File: src/rtl/exc_pkg.sv
package exc_pkg;
  localparam int NCHK = 5;
  localparam int IDXW = 3;

  typedef enum logic [IDXW-1:0] {
    CK_TRACE = 3'd0,
    CK_IRQ   = 3'd1,
    CK_HALT  = 3'd2,
    CK_ODD   = 3'd3,
    CK_STACK = 3'd4
  } chk_e;
endpackage

File: src/rtl/exc_seq.sv
module exc_seq
  import exc_pkg::*;
(
  input  logic            clk,
  input  logic            rst,
  input  logic            start,
  input  logic [NCHK-1:0] cond,
  input  logic            fast,
  input  logic            ret_trace,
  output logic [NCHK-1:0] svc,
  output logic            fetch,
  output logic            busy
);
  localparam logic [IDXW-1:0] NONE = IDXW'(NCHK);

  logic            active;
  logic [IDXW-1:0] idx;
  logic [NCHK-1:0] en_q;
  logic [NCHK-1:0] en_new;
  logic            skip_tr;

  // Lowest enabled index at or above 'from', or NONE
  function automatic logic [IDXW-1:0] next_from(input logic [NCHK-1:0] m,
                                                input logic [IDXW-1:0] from);
    logic [IDXW-1:0] r;
    r = NONE;
    for (int i = NCHK - 1; i >= 0; i--) begin
      if (m[i] && (IDXW'(i) >= from)) r = IDXW'(i);
    end
    return r;
  endfunction

  always_comb begin
    en_new           = '1;
    en_new[CK_TRACE] = ~skip_tr;
    en_new[CK_ODD]   = ~fast;
    en_new[CK_STACK] = ~fast;
  end

  logic [IDXW-1:0] nxt;
  assign nxt = next_from(en_q, IDXW'(idx + 1'b1));

  always_ff @(posedge clk) begin
    if (rst) begin
      active  <= 1'b0;
      idx     <= '0;
      en_q    <= '0;
      skip_tr <= 1'b0;
      svc     <= '0;
      fetch   <= 1'b0;
    end else begin
      svc   <= '0;
      fetch <= 1'b0;
      if (!active) begin
        if (start) begin
          active  <= 1'b1;
          en_q    <= en_new;
          idx     <= next_from(en_new, '0);
          skip_tr <= 1'b0;
        end
      end else if (cond[idx]) begin
        svc    <= NCHK'(1) << idx;
        active <= 1'b0;
      end else if (nxt == NONE) begin
        fetch  <= 1'b1;
        active <= 1'b0;
      end else begin
        idx <= nxt;
      end
      if (ret_trace) skip_tr <= 1'b1;
    end
  end

  assign busy = active;
endmodule

File: src/rtl/psw_guard.sv
module psw_guard #(
  parameter int W    = 16,
  parameter int TBIT = 4
) (
  input  logic         clk,
  input  logic         rst,
  input  logic         wr,
  input  logic         is_psw,
  input  logic         nodst,
  input  logic [W-1:0] data,
  input  logic [W-1:0] now,
  output logic         we_o,
  output logic [W-1:0] next_o
);
  logic [W-1:0] merged;

  for (genvar i = 0; i < W; i++) begin : g_bit
    if (i == TBIT) begin : g_keep
      assign merged[i] = now[i];
    end else begin : g_take
      assign merged[i] = data[i];
    end
  end

  always_ff @(posedge clk) begin
    if (rst) begin
      we_o   <= 1'b0;
      next_o <= '0;
    end else begin
      we_o <= wr & is_psw & ~nodst;
      if (wr & is_psw & ~nodst) next_o <= merged;
    end
  end
endmodule

File: src/rtl/exc_check_ctrl.sv
module exc_check_ctrl
  import exc_pkg::*;
#(
  parameter int W    = 16,
  parameter int TBIT = 4
) (
  input  logic            clk,
  input  logic            rst,
  input  logic            chk_start,
  input  logic            trace_pend,
  input  logic            irq_pend,
  input  logic            halt_pend,
  input  logic            oddpc_err,
  input  logic            stack_err,
  input  logic            fast_mode,
  input  logic            ret_trace,
  input  logic            dest_wr,
  input  logic            dest_psw,
  input  logic            op_nodst,
  input  logic [W-1:0]    dest_data,
  input  logic [W-1:0]    psw_now,
  output logic [NCHK-1:0] svc_go,
  output logic            fetch_go,
  output logic            busy,
  output logic            psw_we,
  output logic [W-1:0]    psw_next
);
  logic [NCHK-1:0] cond;

  always_comb begin
    cond           = '0;
    cond[CK_TRACE] = trace_pend;
    cond[CK_IRQ]   = irq_pend;
    cond[CK_HALT]  = halt_pend;
    cond[CK_ODD]   = oddpc_err;
    cond[CK_STACK] = stack_err;
  end

  exc_seq u_seq (
    .clk       (clk),
    .rst       (rst),
    .start     (chk_start),
    .cond      (cond),
    .fast      (fast_mode),
    .ret_trace (ret_trace),
    .svc       (svc_go),
    .fetch     (fetch_go),
    .busy      (busy)
  );

  psw_guard #(.W(W), .TBIT(TBIT)) u_psw (
    .clk    (clk),
    .rst    (rst),
    .wr     (dest_wr),
    .is_psw (dest_psw),
    .nodst  (op_nodst),
    .data   (dest_data),
    .now    (psw_now),
    .we_o   (psw_we),
    .next_o (psw_next)
  );
endmodule

File: config.mk
export PLATFORM = sky130hd
export DESIGN_NAME = exc_check_ctrl
export DESIGN_NICKNAME = d
export VERILOG_FILES = /design/src/rtl/exc_pkg.sv /design/src/rtl/exc_seq.sv /design/src/rtl/psw_guard.sv /design/src/rtl/exc_check_ctrl.sv
export SDC_FILE = /design/constraint.sdc
export NUM_CORES = 1
export LEC_CHECK = 0
export ABC_AREA = 1
export BUFFER_PORTS_ARGS = -buffer_cell sky130_fd_sc_hd__buf_2
export CAP_MARGIN = 20
export CORE_MARGIN = 4
export CORE_UTILIZATION = 45
export CTS_CLUSTER_DIAMETER = 30
export DETAILED_ROUTE_END_ITERATION = 8
export PLACE_DENSITY = 0.78
export SLEW_MARGIN = 10
export SYNTH_ARGS = -nofsm -noshare
export SYNTH_HDL_FRONTEND = slang
export SYNTH_HIERARCHICAL = 1
export SYNTH_SLANG_ARGS = --single-unit
File: constraint.sdc
create_clock -name clk -period 2.45 [get_ports clk]
set_clock_uncertainty 0.1 [all_clocks]
set_input_delay 0.1225 -clock clk [delete_from_list [all_inputs] [get_ports clk]]
set_output_delay 0.1225 -clock clk [all_outputs]
set_load 0.05 [all_outputs]
==> Word-level counts from Yosys, hierarchy flattened <==
Index checks and enable logic that the tools add are counted.
{ "totals": {"output_inout_bits": 24, "n_memories": 0, "ff_bits": 32, "latch_bits": 0, "elab_cells": 59, "romBits": 0, "in_bits": 45, "ramBits": 0} }
{ "classes": {"n_reduce_logical": 12, "n_bitwise": 7, "n_mul": 0, "shift": 1, "eq_ne": 4, "magnitude_cmp": 6, "div": 0, "add_sub_neg": 1, "n_mux": 20} }
{ "ops": {"columns": ["op", "n"], "rows": [
  ["$mux W3", 8],
  ["$mux W1", 11],
  ["$ge A1 B3 Y1 const A", 2],
  ["$ge A2 B3 Y1 const A", 2],
  ["$ne A2 B2 Y1 const B", 3],
  ["$reduce_or A3 Y1", 2],
  ["$logic_and A1 B1 Y1", 5],
  ["$not A1 Y1", 5],
  ["$shl A1 B3 Y5 const A", 1],
  ["$lt A3 B4 Y1 const B", 1],
  ["$reduce_and A2 Y1", 2],
  ["$reduce_bool A2 Y1", 2],
  ["$add A3 B1 Y3 const B", 1],
  ["$bmux W1 S3", 1],
  ["$eq A3 B3 Y1 const B", 1],
  ["$ge A3 B3 Y1 const A", 1],
  ["$reduce_and A3 Y1", 1],
  ["$and A1 B1 Y1", 2]
]} }

==> Depth between registers and ports, before layout <==
{ "depth": {"ltp_word": 12, "ltp_mapped": 13, "mapped_depth_nobuf": 13} }

==> Hierarchy <==
Netlist, hierarchy kept.
{ "by_module_without_submodules": {"columns": ["mod", "instances", "seq_area_each_um2", "cells_per_inst", "area_per_inst_um2"], "rows": [
  ["exc_seq", 1, 280.3, 105, 757.0],
  ["psw_guard", 1, 340.3, 105, 701.9]
]} }

==> Worst setup path before layout <==
Ideal clock, no wire load.
{ "synth_timing": {"path_kind": "register to register", "start": "register u_seq.idx[0]", "end": "register u_seq.idx[0]", "n_path_buf": 0, "t_required_ps": 2237, "slack_ps": 683, "setup_ps": 113, "synth_period_minus_slack_ps": 1767, "t_arrival_ps": 1554, "path_stages_with_launch": 13, "path_cell_list": "dfxtp_1 inv_2 ha_1 inv_1 nand2_1 nand2_2 nand2_2 nor2_4 nor2_4 nand3_1 nand3_1 nor2_1 nor2_1"} }
{ "synth_between": {"elab_chain_len": 11, "elab_cells_between_ends": 25, "classes_between": "add/sub: 1; order compare: 5; eq/ne: 3; mux: 10; reduce/logical: 6"} }
{ "synth_rtl": {"columns": ["element", "line_no", "source"], "rows": [
  ["from (decl)", "exc_seq.sv:17", "logic [IDXW-1:0] idx;"],
  ["from (signal assigned)", "exc_seq.sv:58", "idx <= next_from(en_new, '0);"],
  ["from (signal assigned)", "exc_seq.sv:68", "idx <= nxt;"],
  ["$add A3 B1 Y3", "exc_seq.sv:41", "assign nxt = next_from(en_q, IDXW'(idx + 1'b1));"],
  ["$ge A3 B3 Y1", "exc_seq.sv:28", "if (m[i] && (IDXW'(i) >= from)) r = IDXW'(i);"],
  ["$logic_and A1 B1 Y1", "exc_seq.sv:28", null],
  ["$mux W1", "exc_seq.sv:28", null],
  ["$mux W3 (4 in series)", "exc_seq.sv:28", null],
  ["$eq A3 B3 Y1 or $mux W3 (tied branches)", "exc_seq.sv:64", "end else if (nxt == NONE) begin"],
  ["$ne A2 B2 Y1 (no line) or $mux W3 (tied branches)", null, null],
  ["$reduce_and A3 Y1 (no line) or $mux W3 (tied branches)", null, null]
]} }
Parallel ways exist; a longest one is shown, timed or not. The select of a mux whose other input is x is not followed.
A chain may end at the register's enable or synchronous reset.

==> Final worst setup path <==
{ "layout_timing": {"start": "register u_seq.idx[1]", "end": "register u_seq.idx[0]"} }
The elaborated chain is that of the path after synthesis.

==> results.cfg <==
[timing]
fin_tns_setup_ns = 0
rsz0062_at_grt = false
setup_viol = 0
slew_viol_final = 0
timing.final.crit_period_ns = 1.91
holdWs_ns = 0.0792
fmax_mhz = 524
period_share_pct = 77.9
worst_slack_ns = 0.542
slew_headroom_pct = 76.5
finalHoldViolCount = 0
worst_pin_slew_ns = 0.353

[die]
start_util_pct = 47.4
core-area_um2 = 3080
fp.dieArea_um2 = 4220
dieWidth_um = 64.9
die_h_um = 64.9
num_rows = 20
ios = 69

[min_path]
hold_path_depth = 5
hold_path_class = in -> reg
hold_end = u_seq/busy$_SDFF_PP0_
min_from = chk_start

[layout]
drive_gt1_share_pct = 28.2
syn_to_final_growth_pct = 38.3
diodes = 0
fin_nets = 335
fin_area_um2 = 2020

[clock_tree]
cts_max_path_buffers = 2
cts-htree-levels = 2
cts.repair.resized = 0
clk_pin_slew_ns = 0.09
root_buffer = clkbuf_4
cts-buffers-inserted = 5
clock_sinks = 31
clock_latency_ns = 0.32
cts_tree = built

[critical_path]
r2r-end = u_seq/idx[0]$_SDFFE_PP0P_
arrival_ns = 2.03
r2r_cells = 12
startpoint = u_seq/idx[1]$_SDFFE_PP0P_
critPathMaxFanout = 6
r2r_slack_ns = 0.54
cpPeakStageDelay_ns = 0.46
critPathSlowestCell = dfxtp_1
cp_data_required_time_ns = 2.57
cp-end-kind = register
r2r_start = u_seq/idx[1]$_SDFFE_PP0P_
path_cells = inv_1 > ha_1 > inv_1 > nand2_1 > nand2_2 > nand2_2 > nor2_4 > nor2_4 > nand3_1 > nand3_1 > nor2_1 > nor2_1
worstSetupPathType = reg -> reg
cp-start-kind = register

[logic_synthesis]
synthFlopType = dfxtp_1
syn_area_per_cell_um2 = 6.95
synth_largest_area_cell = dfxtp_1
yosysSeqAreaShare_pct = 42.5
synth_top_area_share_pct = 42.5
synthArstFlopShare_pct = 0
synth_nets = 259
synth_commonest_cells = nand2_1 (53), nor2_1 (46), dfxtp_1 (31), inv_1 (31), nand2_2 (10)
synth_edf_count = 0
yosysWarnings = 6
synth-seq-cells = 31
synth_cell_types = 21
synthTopCellsByArea = dfxtp_1 (43%), nand2_1 (14%), nor2_1 (12%), inv_1 (8.0%), nand2_2 (4.3%)
synthCells = 210
synthesis.area_um2 = 1460
yosysMostFrequentCell = nand2_1

[pwr]
p_sw_uw = 370
power.leakage_nw = 1.11
combPwrFrac_pct = 24.9
powerDensity_nw_per_um2 = 582
switching_share_pct = 31.5
seqPwrFrac_pct = 46.9
clockPowerShare_pct = 28.3
p_int_uw = 803
ir_drop_uv = 434

[place]
place_ws_ns = 0.557
gp_congestion = 0.851
io_buffers = 52
dp_hpwl_mm = 2.25
dpl_cell_area_um2 = 1750

[route]
drc = 0
drtPass1Iterations = 6
routed_wl_mm = 3.22
drt_iter0_markers = 85
wl_per_cell_um = 9.72
ant_nets = 0
viasPerCell = 4.34
vias = 1435

[status]
status = finished clean

[global_route]
grt_pass1_wl_mm = 5.45
gr-total-overflow = 0
grt_pass1_vias = 1325
grt_max_degree = 34
antenna_found_initial = 0
grt_use_total_pct = 16.5

[job]
maxCapViolCount = 0
[through the flow]
step	cells	total power, mW	util [%]
after global placement	303	0.824	56.8
after detailed placement	303	0.829	56.8
after floorplan	210	0.759	-
after CTS	331	1.19	65.6
after global routing	331	1.25	65.6
final	331	1.17	65.6
[cells in the final DEF (no fill, tap or decap)]
cell / count
a21oi_1: 4
a21oi_2: 1
buf_2: 52
buf_4: 1
clkbuf_1: 1
clkbuf_4: 5
clkbuf_8: 2
dfxtp_1: 31
dlygate4sd3_1: 20
ha_1: 4
inv_1: 31
inv_2: 3
nand2_1: 53
nand2_2: 10
nand2_4: 1
nand3_1: 9
nand3_2: 2
nand3_4: 1
nand4_1: 1
nor2_1: 46
nor2_4: 3
nor3_1: 2
nor4_1: 1
o21ai_0: 2
o21ai_1: 1
[kinds of logic (layout without fill, tap and decap cells)]
| family | after synthesis | after routing | synth area share [%] |
|---|---|---|---|
| adder cells (fa/ha/maj) | 4 | 4 | 3.43 |
| AND/OR/NAND/NOR | 129 | 129 | 40.1 |
| flip-flops | 31 | 31 | 42.5 |
| AO/OA/AOI/OAI | 8 | 8 | 3.00 |
| buffers and inverters | 38 | 115 | 11.0 |
[state kept, by name, summed over array words and instances (netlist names)]
register,cells
u_seq/skip_tr,1
u_psw/next_o,16
u_seq/svc,5
u_seq/fetch,1
u_seq/en_q,3
u_seq/busy,1
u_seq/idx,3
u_psw/we_o,1
[layout make-up]
class / count / area [um2]
multi-input combinational: 141 / 678
clock buffer: 8 / 68.8
timing repair buffer: 73 / 468
sequential: 31 / 621
inverter: 34 / 128
tap: 44 / 55.1
fill: 293 / 1060
[timing repair]
action | 4_1_cts | 5_1_grt
hold buffers | 20 | 0
setup buffers | 0 | 0
endpoints found under the hold margin | 22 | 0
[routing by layer]
layer / GRT usage [%] / routed length, um / vias up / share of wire [%]
met1: 19.2 / 1430 / 618 / 44
met4: 4.75 / 25 / 0 / 0.78
li1: - / - / 776 / -
met5: 0 / 0 / - / 0
met2: 29.1 / 1590 / 39 / 49
met3: 4.85 / 176 / 2 / 5.5
[power by group through the flow]
stage | sequential [mW] | clock [mW] | combinational (mW)
2_1_floorplan | 0.628 | 0 | 0.131
3_3_place_gp | 0.561 | 0 | 0.264
3_5_place_dp | 0.562 | 0 | 0.267
4_1_cts | 0.550 | 0.343 | 0.293
5_1_grt | 0.554 | 0.368 | 0.326
6_report | 0.550 | 0.332 | 0.292
[worst max path at each step]
stage	endpoint	slack [ns]	depth (start not counted)
6_report	u_seq/idx[0]$_SDFFE_PP0P_	0.54	12
5_1_grt	u_seq/idx[0]$_SDFFE_PP0P_	0.38	12
4_1_cts	u_seq/idx[0]$_SDFFE_PP0P_	0.55	12
3_5_place_dp	u_seq/idx[0]$_SDFFE_PP0P_	0.56	12
3_3_place_gp	u_seq/idx[0]$_SDFFE_PP0P_	0.58	12
2_1_floorplan	u_seq/idx[0]$_SDFFE_PP0P_	0.68	12
[worst max-delay path: cells and delay by family (launching register included)]
family        cells  cell delay, ns
buf+inv           2            0.25
flops             1            0.46
simple gates      9            0.68
fa+ha+maj         1            0.32
Power figures use the tool's default switching activity.
